### src/rtl/vclk_pkg.sv
package vclk_pkg;
  localparam int unsigned NUM_TAPS = 5;
  localparam int unsigned NUM_CONS = 3;
  localparam int unsigned SEL_W    = 4;
  localparam int unsigned ALT_CODE = 8;

  // Division ratio of tap k relative to the main divided rate.
  function automatic int unsigned tap_ratio(input int unsigned k);
    case (k)
      0:       return 1;
      1:       return 2;
      2:       return 4;
      3:       return 6;
      default: return 12;
    endcase
  endfunction

  // Select-code decode: tap index, alternate channel, or nothing.
  function automatic logic pick_tap(input logic [SEL_W-1:0] sel,
                                    input logic [NUM_TAPS-1:0] taps,
                                    input logic alt);
    logic r;
    r = 1'b0;
    if (sel == SEL_W'(ALT_CODE)) r = alt;
    else begin
      for (int k = 0; k < int'(NUM_TAPS); k++)
        if (sel == SEL_W'(k)) r = taps[k];
    end
    return r;
  endfunction
endpackage

### src/rtl/vclk_main_div.sv
module vclk_main_div #(
  parameter int unsigned DIV_W = 8
) (
  input  logic             clk,
  input  logic             rst_n,
  input  logic             run,
  input  logic [DIV_W-1:0] div_val,
  output logic             tick,
  output logic [DIV_W-1:0] cnt_o,
  output logic [DIV_W-1:0] lim_o
);
  logic [DIV_W-1:0] cnt_q;
  logic [DIV_W-1:0] lim_q;

  assign tick  = run && (cnt_q == lim_q);
  assign cnt_o = cnt_q;
  assign lim_o = lim_q;

  always_ff @(posedge clk or negedge rst_n) begin
    if (!rst_n) begin
      cnt_q <= '0;
      lim_q <= '0;
    end else if (!run) begin
      cnt_q <= '0;
      lim_q <= div_val;
    end else if (tick) begin
      cnt_q <= '0;
      lim_q <= div_val;
    end else begin
      cnt_q <= cnt_q + 1'b1;
    end
  end
endmodule

### src/rtl/vclk_tap_ctr.sv
module vclk_tap_ctr #(
  parameter int unsigned RATIO = 2,
  parameter int unsigned SUB_W = 4
) (
  input  logic clk,
  input  logic rst_n,
  input  logic run,
  input  logic main_tick,
  output logic tap_raw
);
  localparam logic [SUB_W-1:0] LAST = SUB_W'(RATIO - 1);
  logic [SUB_W-1:0] sub_q;

  assign tap_raw = main_tick && (sub_q == LAST);

  always_ff @(posedge clk or negedge rst_n) begin
    if (!rst_n)          sub_q <= '0;
    else if (!run)       sub_q <= '0;
    else if (main_tick)  sub_q <= (sub_q == LAST) ? '0 : sub_q + 1'b1;
  end
endmodule

### src/rtl/vclk_cons_sel.sv
module vclk_cons_sel
  import vclk_pkg::*;
(
  input  logic                clk,
  input  logic                rst_n,
  input  logic [SEL_W-1:0]    sel,
  input  logic                gate,
  input  logic [NUM_TAPS-1:0] taps,
  input  logic                alt,
  output logic                ce
);
  logic picked;
  assign picked = pick_tap(sel, taps, alt);

  always_ff @(posedge clk or negedge rst_n) begin
    if (!rst_n) ce <= 1'b0;
    else        ce <= gate && picked;
  end
endmodule

### src/rtl/vclk_tap_divider.sv
module vclk_tap_divider
  import vclk_pkg::*;
#(
  parameter int unsigned DIV_W = 8
) (
  input  logic                clk,
  input  logic                rst_n,
  input  logic [DIV_W-1:0]    div_val,
  input  logic                div_en,
  input  logic                div_rst,
  input  logic                soft_rst,
  input  logic                chan_en,
  input  logic [4:0]          tap_gate,
  input  logic [3:0]          sel_prog,
  input  logic [3:0]          sel_intl,
  input  logic [3:0]          sel_tx,
  input  logic [2:0]          cons_gate,
  input  logic                alt_tick,
  output logic [4:0]          tap_ce,
  output logic                prog_ce,
  output logic                intl_ce,
  output logic                tx_ce
);
  localparam int unsigned MAX_RATIO = tap_ratio(NUM_TAPS - 1);
  localparam int unsigned SUB_W     = $clog2(MAX_RATIO);

  // Internal events, named for the checker.
  logic             run;
  logic             main_tick;
  logic [DIV_W-1:0] main_cnt;
  logic [DIV_W-1:0] main_lim;
  logic [NUM_TAPS-1:0] tap_raw;
  logic [SEL_W-1:0] sel_arr [NUM_CONS];
  logic [NUM_CONS-1:0] ce_arr;

  assign run = div_en && !div_rst && !soft_rst;

  vclk_main_div #(.DIV_W(DIV_W)) u_main (
    .clk(clk), .rst_n(rst_n), .run(run), .div_val(div_val),
    .tick(main_tick), .cnt_o(main_cnt), .lim_o(main_lim)
  );

  for (genvar k = 0; k < int'(NUM_TAPS); k++) begin : g_tap
    vclk_tap_ctr #(.RATIO(tap_ratio(k)), .SUB_W(SUB_W)) u_tap (
      .clk(clk), .rst_n(rst_n), .run(run),
      .main_tick(main_tick), .tap_raw(tap_raw[k])
    );
  end

  assign tap_ce = tap_raw & tap_gate & {NUM_TAPS{chan_en}};

  assign sel_arr[0] = sel_prog;
  assign sel_arr[1] = sel_intl;
  assign sel_arr[2] = sel_tx;

  for (genvar c = 0; c < int'(NUM_CONS); c++) begin : g_cons
    vclk_cons_sel u_sel (
      .clk(clk), .rst_n(rst_n), .sel(sel_arr[c]), .gate(cons_gate[c]),
      .taps(tap_ce), .alt(alt_tick), .ce(ce_arr[c])
    );
  end

  assign prog_ce = ce_arr[0];
  assign intl_ce = ce_arr[1];
  assign tx_ce   = ce_arr[2];
endmodule

### config.mk
export PLATFORM = sky130hd
export DESIGN_NAME = vclk_tap_divider
export DESIGN_NICKNAME = d
export VERILOG_FILES = /design/src/rtl/vclk_pkg.sv /design/src/rtl/vclk_main_div.sv /design/src/rtl/vclk_tap_ctr.sv /design/src/rtl/vclk_cons_sel.sv /design/src/rtl/vclk_tap_divider.sv
export SDC_FILE = /design/constraint.sdc
export NUM_CORES = 1
export LEC_CHECK = 0
export ABC_AREA = 0
export ABC_CLOCK_PERIOD_IN_PS = 5700
export CAP_MARGIN = 20
export CORE_MARGIN = 1.5
export CORE_UTILIZATION = 50
export CTS_BUF_LIST = sky130_fd_sc_hd__clkbuf_8
export DETAILED_ROUTE_END_ITERATION = 10
export PLACE_DENSITY_LB_ADDON = 0.15
export SYNTH_ARGS = -nofsm -noshare
export SYNTH_HDL_FRONTEND = slang
export SYNTH_HIERARCHICAL = 1
export SYNTH_SLANG_ARGS = --single-unit
### constraint.sdc
create_clock -name clk -period 5.7 [get_ports clk]
set_input_delay 1.14 -clock clk [delete_from_list [all_inputs] [get_ports clk]]
set_output_delay 1.14 -clock clk [all_outputs]
set_load 0.02 [all_outputs]
==> flow_metrics.tcl <==
set metrics [dict create \
    synthSimpleGateAreaFrac_pct 26.5 \
    p_int_mw 0.459 \
    cts_tree "yes" \
    root_buffer "clkbuf_8" \
    n_fill_cell 372 \
    post_dp_cell_area_um2 2800 \
    cts_setup_buffers 0 \
    cts_resized 0 \
    cp.required_ps 4560 \
    crit_top_cell "clkdlybuf4s50_1" \
    drc_errors 0 \
    powerDensity_nw_per_um2 200 \
    fp.dieW_um 71.2 \
    rsz0062_at_grt "no" \
    ir_drop_uv 129 \
    ys_ff_latch 39 \
    antenna_found_initial 0 \
    cp-start-kind "primary input" \
    synth_top_family_by_area "simple AND/OR/NAND/NOR gates" \
    critical_path.reg2reg.endpoint "g_cons[1].u_sel/ce" \
    async_flop_share_pct 100 \
    hold_path.class "flip-flop to flip-flop" \
    r2r_start "u_main/cnt_o[1]" \
    final_common_cell "clkdlybuf4s50_1" \
    synth.distinct_cells 43 \
    seq_area_frac_synth_pct 42.0 \
    cts_buffers 5 \
    cts_hold_buf 0 \
    pwr-share-comb_pct 10.7 \
    hpwl_mm 3.36 \
    antenna_cells 0 \
    power_frac_seq_pct 48.7 \
    mostFrequentLayoutCells "clkdlybuf4s50_1 (41), dfrtp_1 (39), nor2_1 (18)" \
    max-slew-margin-rel_pct 34.0 \
    path_cells "clkdlybuf4s50_1 > nor3b_2 > and2_1 > nand2_1 > nor3b_1 > and3_1 > clkdlybuf4s50_1" \
    total_power_mw 0.585 \
    die_h_um 71.2 \
    holdPathEnd "u_main/cnt_o[0]" \
    ys.flop_type "dfrtp_1" \
    switchingPower_mw 0.126 \
    start_util_pct 52.7 \
    synthesis.area_um2 2320 \
    grt_pass1_vias 1756 \
    synth_xor_area_share_pct 6.73 \
    cp_max_fo 12 \
    max_freq_mhz 217 \
    sw_frac_of_total_pct 21.6 \
    place_congestion 0.829 \
    coreArea_um2 4410 \
    r2r_cells 11 \
    io_buffer_count 42 \
    avgSynthCellArea_um2 10.3 \
    syn-num-nets 269 \
    synth_adder_area_share_pct 4.84 \
    vias 1804 \
    hold_viol 0 \
    grt.total_usage_pct 19.9 \
    synth-compound-area-share_pct 10.2 \
    cp_slowest_cell "clkdlybuf4s50_1" \
    cts.sinks 39 \
    rows 24 \
    r2r_slack_ps 2850 \
    synthCells 225 \
    antenna_left 0 \
    fin_tns_setup_ps 0 \
    viasPerCell 5.53 \
    finClkSkew_ps 8.13 \
    pwr-share-clk_pct 40.6 \
    holdPathStages 1 \
    max_stage_delay_ps 650 \
    path_clk_slew_ps 70 \
    multi_input_area_um2 1310 \
    dr.pass1.iters 4 \
    drt_iter0_drc 68 \
    register_area_um2 976 \
    grt_overflow_total 0 \
    yosysWarnings 6 \
    clk_latency_ps 290 \
    wl_per_cell_um 14.2 \
    grt_max_degree 40 \
    leakage_nw 1.20 \
    status "completed" \
    cp-end-kind "output pin" \
    drive_gt1_share_pct 12.8 \
    synth_edf_count 0 \
    grt_pass1_wl_mm 8.00 \
    wl_mm 4.61 \
    setup.worst_path.start "div_en" \
    min_period_ps 4610 \
    cts_buffer_depth 2 \
    ios 43 \
    nets 317 \
    ctsHtreeMaxLevel 2 \
    worst_pin_slew_ps 986 \
    critPathKind "primary input to output pin" \
    synth_mux_area_share_pct 7.80 \
    final_cell_area_um2 2920 \
    die-area_um2 5070 \
    maxCapViolations 0 \
    min_from "u_main/cnt_o[0]" \
    setup-violations-final 0 \
    syn_to_final_growth_pct 25.6 \
    post-route-period-util_pct 80.8 \
    finalMaxSlewViolations 0 \
    cp.arrival_ps 3470 \
]
layout make-up:
type | count | area share, %
clock buffer | 6 | 2.83
clock inverter | 2 | 1.20
inverter | 6 | 0.771
multi-input combinational | 177 | 44.8
sequential | 39 | 33.4
tap | 52 | 2.23
timing repair buffer | 44 | 14.7
per-stage QoR:
step	instances	worst slack, ps	hold WS, ps	util, %
2_1_floorplan	225	576	462	-
3_3_place_gp	318	1130	487	63.5
3_5_place_dp	318	1100	505	63.5
4_1_cts	326	1090	516	66.2
5_1_grt	326	895	546	66.2
6_report	326	1090	511	66.2
worst max-delay path: cells and delay by family:
kind | cells | cell delay, ps
buffers and inverters | 2 | 1100
and+or+nand+nor | 5 | 1230
layer usage:
metal,track usage (%),share of wire [%],vias to the layer above
li1,-,-,909
met1,26.3,46,870
met2,32.7,50,19
met3,3.99,2.8,6
met4,6.29,1.3,0
met5,0,0,-
state kept, by name, indices dropped and copies added (netlist names):
register	flops
u_main/lim_o	8
u_main/cnt_o	8
g_tap.u_tap/sub_q	20
g_cons.u_sel/ce	3
cell families after synthesis:
logic type	Yosys count
AND/OR/NAND/NOR	104
flip-flops	39
AO/OA/AOI/OAI	31
XOR/XNOR	17
multiplexers	16
buffers and inverters	9
adder cells (fa/ha/maj)	9
synthesized netlist by cell type, types with 2 or more instances:
library cell  count  area share [%]
and3_1            7             1.9
mux2_4            2             1.3
a21oi_1           7             1.5
nand2b_1          8             2.2
o22ai_1           5             1.3
o21ai_0           3            0.65
and2_2            2            0.65
nand2_1          17             2.7
mux2_2            9             4.4
inv_1             6            0.97
o211ai_1          4             1.3
a21boi_1          2            0.65
o221ai_2          3             1.9
and2_1            4             1.1
and4b_1           2            0.86
dfrtp_1          39              42
mux2i_1           5             2.2
nand4b_1          4             1.5
nand3b_1          8             2.6
xor2_1            5             1.9
xnor2_1          11             4.1
a31oi_1           3            0.81
nand4bb_2         3             2.1
ha_1              9             4.8
nor2_1           18             2.9
nand4_1           5             1.3
nor3b_1           2            0.65
nor2b_1           7             1.9
nand3_1          11             2.4
worst max-delay path by stage:
stage                     cells after the start        end  slack, ps
after floorplan                               5  tap_ce[4]        580
after global placement                        7  tap_ce[4]       1130
after detailed placement                      7  tap_ce[4]       1100
after CTS                                     7  tap_ce[4]       1090
after global routing                          7  tap_ce[4]        900
final                                         7  tap_ce[4]       1090
power by group through the flow:
| stage | clock [mW] | sequential, mW | combinational (mW) |
|---|---|---|---|
| 2_1_floorplan | 0 | 0.291 | 0.0247 |
| 3_3_place_gp | 0 | 0.290 | 0.0626 |
| 3_5_place_dp | 0 | 0.291 | 0.0630 |
| 4_1_cts | 0.247 | 0.285 | 0.0634 |
| 5_1_grt | 0.258 | 0.286 | 0.0690 |
| 6_report | 0.238 | 0.285 | 0.0627 |
No activity file was read; power rests on OpenSTA's default activity.
